File: src/rtl/plc_scan_core.sv
module plc_scan_core #(
  parameter int NBITS = 16,
  parameter int DEPTH = 16,
  parameter int HK_CYCLES = 4,
  localparam int IDXW = $clog2(NBITS),
  localparam int AW = $clog2(DEPTH),
  localparam int IW = IDXW + 5
) (
  input  logic             clk,
  input  logic             rst_n,
  input  logic             run_en,
  input  logic [NBITS-1:0] din,
  output logic [NBITS-1:0] dout,
  input  logic             prog_we,
  input  logic [AW-1:0]    prog_addr,
  input  logic [IW-1:0]    prog_data,
  output logic             scan_done
);
  localparam int HKW = $clog2(HK_CYCLES + 1);
  localparam logic [2:0] OP_LD = 3'd0, OP_AND = 3'd1, OP_OR = 3'd2, OP_COIL = 3'd3, OP_END = 3'd4;
  localparam logic [2:0] S_IDLE = 3'd0, S_SAMPLE = 3'd1, S_EXEC = 3'd2, S_HOUSE = 3'd3, S_COMMIT = 3'd4;

  logic [2:0]       state;
  logic [NBITS-1:0] sync1, sync2, in_img, out_img;
  logic [IW-1:0]    prog_mem [DEPTH];
  logic [AW-1:0]    pc;
  logic             acc;
  logic [HKW-1:0]   hk_cnt;
  logic [DEPTH*IW-1:0] mem_flat;

  wire [IW-1:0]   instr = prog_mem[pc];
  wire [2:0]      op    = instr[IW-1 -: 3];
  wire            inv   = instr[IDXW+1];
  wire            space = instr[IDXW];
  wire [IDXW-1:0] idx   = instr[IDXW-1:0];
  wire            contact = (space ? out_img[idx] : in_img[idx]) ^ inv;
  wire            last_step = (op >= OP_END) || (pc == AW'(DEPTH - 1));

  always_comb
    for (int i = 0; i < DEPTH; i++) mem_flat[i*IW +: IW] = prog_mem[i];

  always_ff @(posedge clk or negedge rst_n)
    if (!rst_n) begin
      for (int i = 0; i < DEPTH; i++) prog_mem[i] <= {OP_END, {(IW-3){1'b0}}};
    end else if (prog_we && state == S_IDLE) begin
      prog_mem[prog_addr] <= prog_data;
    end

  always_ff @(posedge clk or negedge rst_n)
    if (!rst_n) begin
      sync1 <= '0;
      sync2 <= '0;
    end else begin
      sync1 <= din;
      sync2 <= sync1;
    end

  always_ff @(posedge clk or negedge rst_n)
    if (!rst_n) begin
      state     <= S_IDLE;
      in_img    <= '0;
      out_img   <= '0;
      dout      <= '0;
      pc        <= '0;
      acc       <= 1'b0;
      hk_cnt    <= '0;
      scan_done <= 1'b0;
    end else begin
      scan_done <= 1'b0;
      case (state)
        S_IDLE: begin
          dout    <= '0;
          out_img <= '0;
          if (run_en) state <= S_SAMPLE;
        end
        S_SAMPLE: begin
          in_img <= sync2;
          pc     <= '0;
          state  <= S_EXEC;
        end
        S_EXEC: begin
          case (op)
            OP_LD:   acc <= contact;
            OP_AND:  acc <= acc & contact;
            OP_OR:   acc <= acc | contact;
            OP_COIL: out_img[idx] <= acc;
            default: ;
          endcase
          pc <= pc + 1'b1;
          if (last_step) begin
            hk_cnt <= '0;
            state  <= S_HOUSE;
          end
        end
        S_HOUSE: begin
          hk_cnt <= hk_cnt + 1'b1;
          if (hk_cnt == HKW'(HK_CYCLES - 1)) state <= S_COMMIT;
        end
        S_COMMIT: begin
          dout      <= out_img;
          scan_done <= 1'b1;
          state     <= run_en ? S_SAMPLE : S_IDLE;
        end
        default: state <= S_IDLE;
      endcase
    end
endmodule

File: config.mk
export PLATFORM = sky130hd
export DESIGN_NAME = plc_scan_core
export DESIGN_NICKNAME = d
export VERILOG_FILES = /design/src/rtl/plc_scan_core.sv
export SDC_FILE = /design/constraint.sdc
export NUM_CORES = 1
export LEC_CHECK = 0
export CORE_AREA = 3 3 188 190
export CTS_CLUSTER_SIZE = 12
export DETAILED_ROUTE_END_ITERATION = 8
export DIE_AREA = 0 0 191 193
export GPL_ROUTABILITY_DRIVEN = 0
export SLEW_MARGIN = 20
export SYNTH_ARGS = -nofsm -noshare
export SYNTH_HDL_FRONTEND = slang
export SYNTH_SLANG_ARGS = --single-unit
File: constraint.sdc
create_clock -name clk -period 3.6 [get_ports clk]
set_clock_uncertainty 0.1 [all_clocks]
set_input_delay 0.54 -clock clk [delete_from_list [all_inputs] [get_ports clk]]
set_output_delay 0.54 -clock clk [all_outputs]
set_load 0.005 [all_outputs]
==> results_dict.tcl <==
set metrics [dict create \
    status "complete, no violations" \
    fin_tns_setup_ns 0 \
    synthXorXnorAreaFrac_pct 0 \
    cts_setup_buffers 0 \
    ys_ff_latch 236 \
    finalSetupViolCount 0 \
    critPathArrivalTime_ns 3.65 \
    synth_cell_type_count 61 \
    async_flop_share_pct 100 \
    sequentialPowerShare_pct 40.8 \
    start_util_pct 31.1 \
    synth_top_area_share_pct 52.6 \
    critical_path_class "register to register" \
    seq_area_frac_synth_pct 56.7 \
    synth_edf_count 0 \
    routed_wl_um 24100 \
    cts_made_buffers 25 \
    dieArea_mm2 0.0369 \
    h-tree-depth 1 \
    clk_latency_ns 0.52 \
    hold_path_class "register to register" \
    wl_per_cell_um 18.5 \
    p_clk_share_pct 28.6 \
    root_buffer "clkbuf_16" \
    vias 6376 \
    yosys.area_share.simple_pct 5.94 \
    dp_hpwl_um 16400 \
    fp.dieW_um 191 \
    pre_cts_ws_ns 0.285 \
    grt_pass1_vias 6654 \
    synth_nets 804 \
    timing.hold.ws_ns 0.246 \
    cap_viol_max_count 0 \
    nFillCells 3176 \
    synth.area.top_cells "dfrtp_1 (53%), mux2_2 (19%), mux4_2 (5.6%), dfstp_2 (4.0%), nand2_1 (2.4%)" \
    synth_top_family_by_area "multiplexers" \
    fin_nets 872 \
    fmax_ghz 0.299 \
    die_y_um 193 \
    cts_buffer_depth 3 \
    power_density_mw_per_mm2 703 \
    ys.flop_type "dfrtp_1" \
    drc 0 \
    power_frac_comb_pct 30.5 \
    io_pins 50 \
    cell_internal_pwr_mw 5.98 \
    clk_pin_slew_ns 0.06 \
    yosys-top-cells-count "dfrtp_1 (220), mux2_2 (173), nand2_1 (66)" \
    relSlewSlack_pct 54.4 \
    final.setup.worst_slack_ns 0.252 \
    grt_pass1_wl_um 38500 \
    port_buffers 49 \
    syn_area_mm2 0.0105 \
    dp.cells 1256 \
    hold_viol_final 0 \
    ys_warn_count 0 \
    fin_cells 1300 \
    dr.pass1.iters 6 \
    synth_adder_area_share_pct 0.359 \
    cp-end-kind "register" \
    grt_max_degree 104 \
    fin_crit_ns 3.35 \
    cts.sinks 236 \
    min_period_over_period_pct 93.0 \
    insertedDiodeCount 0 \
    fp.coreArea_mm2 0.0336 \
    globalRouteOverflowTotal 0 \
    synth_mux_area_share_pct 27.7 \
    cts-hold-fix-buffers 1 \
    cts_resized 0 \
    grt_util_all_layers_pct 13.2 \
    vias_per_cell 4.90 \
    worst_slew_pin_slew_ns 0.685 \
    rsz0062_at_grt "no" \
    initialDrtViolationCount 348 \
    areaGrowthSynthToFinish_pct 18.2 \
    crit_fanout 16 \
    finalMaxSlewViolations 0 \
    cp.required_ns 3.90 \
    synth.avg_cell_area_um2 13.6 \
    yosysMostFrequentCell "dfrtp_1" \
    final_antenna_net_count 0 \
    swShare_pct 31.2 \
    p_leak_nw 5.49 \
    switchingPower_mw 2.72 \
    start_kind "register" \
    antenna_found_initial 0 \
    drive_gt1_share_pct 34.5 \
    cts_tree "done" \
    peakVddDrop_v 0.000398 \
    synth_compound_area_share_pct 7.14 \
    rows 67 \
    post-route-util_pct 36.8 \
    synth_top_cell_by_area "dfrtp_1" \
    synthCells 768 \
]
metal layers:
layer | wire, um | global-route usage (%)
met4 | 548 | 3.67
met2 | 11500 | 21.7
met3 | 870 | 1.97
met1 | 11200 | 18.4
met5 | 0 | 0
worst paths after layout:
path / to / slack [ns] / start / depth (start not counted)
max: out_img[10] / 0.25 / pc[0] / 9
min: sync2[14] / 0.25 / sync1[14] / 0
max reg2reg: out_img[10] / 0.25 / pc[0] / 9
min reg2reg: sync2[14] / 0.25 / sync1[14] / 0
max in group asynchronous: mem_flat[56] / 1.97 / rst_n / 3
min in group asynchronous: mem_flat[42] / 0.48 / rst_n / 2
layout by cell type (no fill, tap or decap), types with 24 or more instances in the layout:
cell / count
dfrtp_1: 219
mux2_2: 173
nand2_1: 66
clkdlybuf4s50_1: 48
o21ai_1: 33
buf_4: 33
mux4_2: 26
nor2_1: 25
clkbuf_16: 25
o21ai_0: 24
layout make-up:
type                    instances  area (um^2)  area share [%]
inverters                       4         15.0           0.121
well taps                     448          561            4.53
multi-input cells             485         4310            34.8
clock buffers                  39          708            5.73
flip-flops and latches        236         5930            47.9
repair buffers                 84          773            6.25
clock inverters                 4         76.3           0.617
cell families after synthesis:
logic type | after synthesis
buffers and inverters | 47
adders and majority gates | 3
AOI/OAI and AO/OA | 120
DFF | 236
and+or+nand+nor | 136
muxes | 226
stage by stage:
stage                     instance area [um^2]  power (mW)
after floorplan                          10500        5.52
after global placement                   11600        6.19
after detailed placement                 11600        6.25
after CTS                                12400        8.79
after global routing                     12400        9.20
final                                    12400        8.70
state kept, by name (all words and copies together) (netlist names):
signal and count:
mem_flat 144, in_img 16, scan_done 1, out_img 16
hk_cnt 3, acc 1, sync1 16, sync2 16
dout 16, pc 4, state 3
power groups by stage:
stage | logic (mW) | clock network (mW) | registers (mW)
after floorplan | 2.09 | 0 | 3.43
after global placement | 2.61 | 0 | 3.58
after detailed placement | 2.65 | 0 | 3.60
after CTS | 2.67 | 2.57 | 3.55
after global routing | 2.90 | 2.66 | 3.63
final | 2.66 | 2.49 | 3.55
critical path, cell delays in order (launching register included):
cell and delay [ns]:
dfrtp_2 0.66, buf_4 0.34, mux4_1 0.57, mux4_2 0.52
nand2b_1 0.22, a221oi_2 0.28, nor2_1 0.08, buf_4 0.20
o21ai_1 0.16, o21ai_1 0.08
(Power assumes the default switching activity.)
